--- src/rtl/sio_rx.sv ---
module sio_rx #(
  parameter int OSR = 16
) (
  input  logic       clk,
  input  logic       rst_n,
  input  logic       rx_in,
  input  logic       os_tick,
  input  logic       sclk_in,
  input  logic [2:0] mode,
  input  logic       clk_pol,
  input  logic       line_inv,
  input  logic       par_en,
  input  logic       par_even,
  input  logic       two_stop,
  input  logic       msb_first,
  input  logic       hs_en,
  input  logic       rts_sel,
  input  logic       rd_ack,
  output logic [8:0] data_out,
  output logic       data_valid,
  output logic       err_parity,
  output logic       err_frame,
  output logic       err_overrun,
  output logic       rts_ready
);
  localparam int CW = $clog2(OSR);
  localparam logic [CW-1:0] LAST = CW'(OSR - 1);
  localparam logic [CW-1:0] HALF = CW'(OSR / 2 - 1);

  typedef enum logic [2:0] {S_IDLE, S_START, S_DATA, S_PAR, S_STOP} st_t;

  st_t            st;
  logic [CW-1:0]  cnt;
  logic [3:0]     bidx;
  logic [8:0]     shreg, nxt_sh;
  logic           par_acc, perr, ferr, stop2, rx_last, sclk_q, full;
  logic [3:0]     nbits, pos;

  wire rxd     = rx_in ^ line_inv;
  wire sync_m  = (mode == 3'b001);
  wire uart_m  = mode[2] && (mode[1:0] != 2'b11);
  wire msb_eff = msb_first && (sync_m || mode == 3'b101);
  wire hit     = os_tick && (cnt == LAST);
  wire s_edge  = sync_m && (clk_pol ? (sclk_q && !sclk_in) : (!sclk_q && sclk_in));
  wire s_fin   = s_edge && (bidx == 4'd7);
  wire u_fin   = uart_m && hit && (st == S_STOP) && !(two_stop && !stop2);
  wire fin     = s_fin || u_fin;

  always_comb begin
    case (mode[1:0])
      2'b00:   nbits = 4'd7;
      2'b10:   nbits = 4'd9;
      default: nbits = 4'd8;
    endcase
    if (sync_m) nbits = 4'd8;
  end

  assign pos = msb_eff ? 4'd7 - bidx : bidx;

  always_comb begin
    nxt_sh = shreg;
    nxt_sh[pos] = rxd;
  end

  always_ff @(posedge clk or negedge rst_n) begin
    if (!rst_n) begin
      st <= S_IDLE; cnt <= '0; bidx <= '0; shreg <= '0;
      par_acc <= 1'b0; perr <= 1'b0; ferr <= 1'b0; stop2 <= 1'b0;
      rx_last <= 1'b1; sclk_q <= 1'b0;
    end else begin
      sclk_q <= sclk_in;
      if (!(uart_m || sync_m)) begin
        st <= S_IDLE; bidx <= '0; rx_last <= 1'b1;
      end else if (sync_m) begin
        st <= S_IDLE; rx_last <= 1'b1;
        if (s_edge) begin
          shreg <= nxt_sh;
          bidx  <= s_fin ? 4'd0 : bidx + 4'd1;
        end
      end else if (os_tick) begin
        rx_last <= rxd;
        case (st)
          S_IDLE:
            if (rx_last && !rxd) begin st <= S_START; cnt <= '0; end
          S_START:
            if (cnt == HALF) begin
              cnt <= '0;
              if (!rxd) begin
                st <= S_DATA; bidx <= '0; shreg <= '0;
                par_acc <= 1'b0; perr <= 1'b0; ferr <= 1'b0; stop2 <= 1'b0;
              end else st <= S_IDLE;
            end else cnt <= cnt + 1'b1;
          S_DATA:
            if (hit) begin
              cnt     <= '0;
              shreg   <= nxt_sh;
              par_acc <= par_acc ^ rxd;
              if (bidx == nbits - 4'd1) st <= par_en ? S_PAR : S_STOP;
              else bidx <= bidx + 4'd1;
            end else cnt <= cnt + 1'b1;
          S_PAR:
            if (hit) begin
              cnt  <= '0;
              perr <= ((par_acc ^ rxd) == par_even);
              st   <= S_STOP;
            end else cnt <= cnt + 1'b1;
          S_STOP:
            if (hit) begin
              cnt <= '0;
              if (!rxd) ferr <= 1'b1;
              if (two_stop && !stop2) stop2 <= 1'b1;
              else begin st <= S_IDLE; bidx <= '0; end
            end else cnt <= cnt + 1'b1;
          default: st <= S_IDLE;
        endcase
      end
    end
  end

  always_ff @(posedge clk or negedge rst_n) begin
    if (!rst_n) begin
      data_out <= '0; data_valid <= 1'b0; full <= 1'b0;
      err_parity <= 1'b0; err_frame <= 1'b0; err_overrun <= 1'b0;
    end else if (fin) begin
      data_out    <= s_fin ? {1'b0, nxt_sh[7:0]} : shreg;
      err_parity  <= s_fin ? 1'b0 : perr;
      err_frame   <= s_fin ? 1'b0 : (ferr || !rxd);
      err_overrun <= full && !rd_ack;
      data_valid  <= 1'b1;
      full        <= 1'b1;
    end else begin
      data_valid <= 1'b0;
      if (rd_ack) full <= 1'b0;
    end
  end

  assign rts_ready = hs_en && rts_sel && !full;
endmodule

--- config.mk ---
export PLATFORM = sky130hd
export DESIGN_NAME = sio_rx
export DESIGN_NICKNAME = d
export VERILOG_FILES = /design/src/rtl/sio_rx.sv
export SDC_FILE = /design/constraint.sdc
export NUM_CORES = 1
export LEC_CHECK = 0
export ABC_AREA = 1
export BUFFER_PORTS_ARGS = -buffer_cell sky130_fd_sc_hd__buf_2
export CAP_MARGIN = 20
export CORE_UTILIZATION = 38
export CTS_CLUSTER_SIZE = 8
export DETAILED_ROUTE_END_ITERATION = 8
export GPL_ROUTABILITY_DRIVEN = 0
export MAX_ROUTING_LAYER = met4
export PLACE_DENSITY_LB_ADDON = 0.2
export SETUP_SLACK_MARGIN = 0.05
export SLEW_MARGIN = 20
export SYNTH_ARGS = -nofsm -noshare
export SYNTH_HDL_FRONTEND = slang
export SYNTH_SLANG_ARGS = --single-unit
--- constraint.sdc ---
create_clock -name clk -period 2 [get_ports clk]
set_clock_uncertainty 0.1 [all_clocks]
set_input_delay 0.3 -clock clk [delete_from_list [all_inputs] [get_ports clk]]
set_output_delay 0.3 -clock clk [all_outputs]
set_load 0.1 [all_outputs]
=== After elaboration in Yosys (flattened, before gate mapping) ===
Index checks and enable logic that the tools add are counted.

* Flip-flop bits (word level): 40
* Output and inout bits: 14
* Logic and storage cells: 171
* Input bits: 17

* Multiplexer cells: 64
* Order comparisons: 2
* Bitwise operators: 3
* Equality and inequality tests: 37
* Reduce and logical (&&, ||, !) cells: 45
* Add/subtract/negate cells: 4

{| class="wikitable"
|+ Operators with widths
! cell !! number
|-
| $mux W4 || 16
|-
| $mux W9 || 7
|-
| $ne A4 B4 Y1 const B || 9
|-
| $mux W3 || 11
|-
| $pmux W4 S3 || 2
|-
| $reduce_and A8 Y1 || 3
|-
| $reduce_and A7 Y1 || 3
|-
| $mux W1 || 18
|-
| $pmux W9 S2 || 1
|-
| $logic_and A1 B1 Y1 || 16
|-
| $ne A2 B2 Y1 const B || 8
|-
| $ne A3 B3 Y1 const B || 5
|-
| $pmux W3 S5 || 1
|-
| $reduce_bool A2 Y1 || 5
|-
| $bwmux W9 || 1
|-
| $reduce_and A9 Y1 || 1
|-
| $add A4 B1 Y4 const B || 2
|-
| $eq A4 B3 Y1 const B || 2
|-
| $pmux W1 S2 || 4
|-
| $pmux W4 S2 || 1
|-
| $logic_not A1 Y1 || 7
|-
| $eq A3 B1 Y1 const B || 2
|-
| $eq A3 B2 Y1 const B || 2
|-
| $eq A3 B3 Y1 const B || 2
|-
| other kinds (20) || 26
|}

=== Longest topological paths before layout ===
* Depth in word-level cells: 13
* Mapped depth: 12
* Mapped depth without buffers: 12

=== Worst setup path before layout ===
Ideal clock, no wire load.

* Path kind: reg2out
* From: reg full
* To: out rts_ready
* Arrival: 1624 ps
* Data required time: 1600 ps
* Buffers on the path: 0
* Path slack: -24 ps
* Cell stages (with the launch flop): 2
* Path through: dfrtp_1 > nor2_1

* Cells in the longest elaborated chain, start to end: 2

{| class="wikitable"
|+ Ends and longest elaborated chain
! what !! line !! text
|-
| from (decl) || 36 || <nowiki>logic par_acc, perr, ferr, stop2, rx_last, sclk_q, full;</nowiki>
|-
| from (signal assigned) || 122 || <nowiki>data_out <= '0; data_valid <= 1'b0; full <= 1'b0;</nowiki>
|-
| from (signal assigned) || 130 || <nowiki>full <= 1'b1;</nowiki>
|-
| from (signal assigned) || 133 || <nowiki>if (rd_ack) full <= 1'b0;</nowiki>
|-
| $logic_not A1 Y1 || 137 || <nowiki>assign rts_ready = hs_en && rts_sel && !full;</nowiki>
|-
| $logic_and A1 B1 Y1 || 137 ||
|-
| to (decl) || 24 || <nowiki>output logic rts_ready</nowiki>
|}

Every way passes these cells.

=== Worst setup path after layout ===
* From: reg cnt[0]
* To: reg shreg[6]

* Cells in the longest elaborated chain, start to end: 4
* Elaborated cells between the ends (all ways): 6
* Those cells by class: eq/ne (4); reduce/logical (2)

{| class="wikitable"
|+ Ends and longest elaborated chain
! what !! line !! text
|-
| from (decl) || 33 || <nowiki>logic [CW-1:0] cnt;</nowiki>
|-
| from (signal assigned) || 92 || <nowiki>end else cnt <= cnt + 1'b1;</nowiki>
|-
| from (signal assigned) || 100 || <nowiki>end else cnt <= cnt + 1'b1;</nowiki>
|-
| from (signal assigned) || 106 || <nowiki>end else cnt <= cnt + 1'b1;</nowiki>
|-
| $eq A4 B4 Y1 || 43 || <nowiki>wire hit = os_tick && (cnt == LAST);</nowiki>
|-
| $logic_and A1 B1 Y1 || 43 ||
|-
| $ne A3 B3 Y1 (no source line) || n/a ||
|-
| $reduce_and A7 Y1 (no source line) (*) || n/a ||
|-
| to (signal assigned) || 77 || <nowiki>shreg <= nxt_sh;</nowiki>
|-
| to (signal assigned) || 96 || <nowiki>shreg <= nxt_sh;</nowiki>
|-
| to (decl) || 35 || <nowiki>logic [8:0] shreg, nxt_sh;</nowiki>
|}

Mark *: on every way between the ends. The rest lies on a longest branch, timed or not.
A chain may end at the register's enable or synchronous reset.

==> metrics.txt <==
Antenna Nets Post-Route 0; most frequent CP cell nand2_1; Detailed Routing Iterations Pass 1 8; worst-path cell chain ha_2, nand3_1, nand3_1, nand2_1, nor2_4, nand2_4, nor2_4, nand2_1, nand2_1; CTS H-tree lvls 2; CP startpoint cnt[0]; initial drt markers 132; violated checks DRC; fraction of layout cells with a size suffix above 1 0.1953; Die ar. 7200 µm²; synth-to-layout area growth 18.85%; Inserted Diodes 0; GRT Util Overall 0.1908; Worst-Margin Slew 485.8 ps; max_slew headroom 0.6784; DR vias/cell 5.022; clk_lat worst skew 290 ps; Synth async-reset ratio 1.000; number of global-route vias before repair 2359; wire length per cell 12.44 µm; largest cells by area after synthesis dfrtp_1 (37%), nand2_1 (22%), nand3_1 (8.2%); final cycle utilization of the critical path 0.8896; Yosys cell types 33; synthesized flop and latch total 40; P_leak 1.709 nW; synth warn 0; placed cell count 494; Initial Utilization 0.4017; first-pass GRT wire length 10.76 mm; Die Wd 84.86 µm; DRC violations left 4; sequential power share 0.374; top-count cell post-synth nand2_1; syn_area_per_cell 6.776 µm²; Port Buffers 30; chip height 84.86 µm; clock buffer depth 2; worst vdd ir 0.4941 mV; Seq/Total Area, Yosys 0.3842; clock root buffer clkbuf_8; Crit Path Max Fanout 6; CORE AREA 6495 µm²; fillers 685; post-layout util 0.4774; Post-DP HPWL 4.749 mm; clk sinks 40; Worst setup endpoint shreg[6]; GRT overflow 0; Worst setup EP type flip-flop; CP required 2130 ps; power density over cell area 810.6 nW/µm²; fin. max-slew vios 0; largest net degree at the start of global routing 22; Arrival @ worst endpoint 1910 ps; endpoints failing setup 0; cell accounting for the most synthesized area dfrtp_1; power share of the clock group 0.315; Comb power frac 0.312; Worst-path clk slew 80 ps; fin crit period 1779 ps; final setup TNS 0 ps; sw power 890.3 µW; Worst Hold Depth 1; worst reg2reg path endpoint shreg[6]; DRT Wirelength 6.308 mm; Max Freq 562.1 MHz; CP Class reg -> reg; Worst R2R Path Depth 9; Sw Ratio 0.3542; initial antenna violation count 0; vias 2546; TritonCTS clock tree yes; Gate Count Post-Synth 385; Post-synth EDFFs 0; num rows 29; setup ws final 220.9 ps; max-cap check violation count 0; Worst R2R Start cnt[0]; post-synth top area share 0.3741; Mapped Nets 404; Top FF cell, synth dfrtp_1; # nets final 449; Hold WC Path Type in -> reg; status finished with violations; Setup WS pre-CTS 105.0 ps; critical-path cell with the highest stage delay dfrtp_1; Internal Power 1.623 mW; Post-Syn Area 2609 µm²; Inserted Clock Buffers 5; Non-Filler Instances 507; Crit path largest cell delay 400 ps; type of origin of the critical path flip-flop; R2R setup slack 220 ps; Final Hold Violating Endpoints 0; RSZ-0062 raised after global routing false; IO Count 31; Fin Hold WS 34.96 ps; synth cell count leaders nand2_1 (153), nand3_1 (43), inv_1 (41), dfrtp_1 (39), nor2_1 (32)
layout make-up:
cell class | count | area (µm²) | area share
timing repair buffer | 39 | 220.2 | 0.07103
clock buffer | 5 | 68.82 | 0.02220
clock inverter | 2 | 60.06 | 0.01937
multi-input combinational | 299 | 1483 | 0.4782
inverter | 45 | 168.9 | 0.05448
tap | 77 | 96.34 | 0.03107
sequential | 40 | 1003 | 0.3236
power by group through the flow:
stage | sequential [mW] | combinational (mW) | clock (mW)
finish | 0.939 | 0.783 | 0.791
detailed placement | 0.952 | 0.697 | 0
CTS | 0.936 | 0.702 | 0.806
floorplan | 0.934 | 0.536 | 0
global placement | 0.949 | 0.692 | 0
global route | 0.951 | 0.888 | 0.829
per-layer routing:
metal  up-vias  GRT usage  part of all wire
li1       1321          -                 -
met1      1166     0.2548              0.52
met2        55     0.3075              0.44
met3         4    0.03307             0.037
met4         0    0.03698            0.0071
met5         -          -                 0
state kept, by name (all words and copies together), names as in the netlist:
signal	cells
data_out	9
err_frame	1
perr	1
ferr	1
rx_last	1
full	1
par_acc	1
st	3
data_valid	1
cnt	4
bidx	4
stop2	1
sclk_q	1
shreg	9
err_parity	1
err_overrun	1
worst max-delay path: cells and delay by family (launching register included):
family	cells	cell delay (ps)
flip-flops	1	400
AND/OR/NAND/NOR	8	1010
adder cells (fa/ha/maj)	1	220
stage by stage:
step                      cell area, µm²  total power, mW
after CTS                           3007            2.444
after global placement              2868            1.641
final                               3100            2.513
after detailed placement            2868            1.649
after floorplan                     2611            1.470
after global routing                3100            2.668
repair_timing:
action,CTS,global route
hold endpoints to repair,19,0
hold buffers,1,0
setup buffers,0,3
endpoints found under the setup margin,0,28
gates resized for setup,0,17
cells in the final DEF (no fill, tap or decap), types with 5 or more instances in the layout:
cell	count
a21oi_1	6
dfrtp_1	38
nor2_2	8
nand2_1	151
clkbuf_8	5
nor2_1	27
inv_2	7
o21ai_0	19
buf_4	8
buf_2	30
nand4_1	7
inv_1	38
nand3_1	41
worst min path at each step:
stage / from / to
3_3_place_gp: rst_n / full
5_1_grt: sclk_in / sclk_q
6_report: sclk_in / sclk_q
2_1_floorplan: rst_n / bidx[0]
4_1_cts: sclk_in / sclk_q
3_5_place_dp: rst_n / full
kinds of logic (layout without fill, tap and decap cells):
logic type	Yosys count	after routing	share of synthesized area
xor+xnor	5	5	0.01679
buf+inv	48	91	0.07530
simple gates	253	255	0.4302
compound gates	37	37	0.08394
fa+ha+maj	2	2	0.009591
flops	40	40	0.3842
Power figures use the tool's default switching activity.
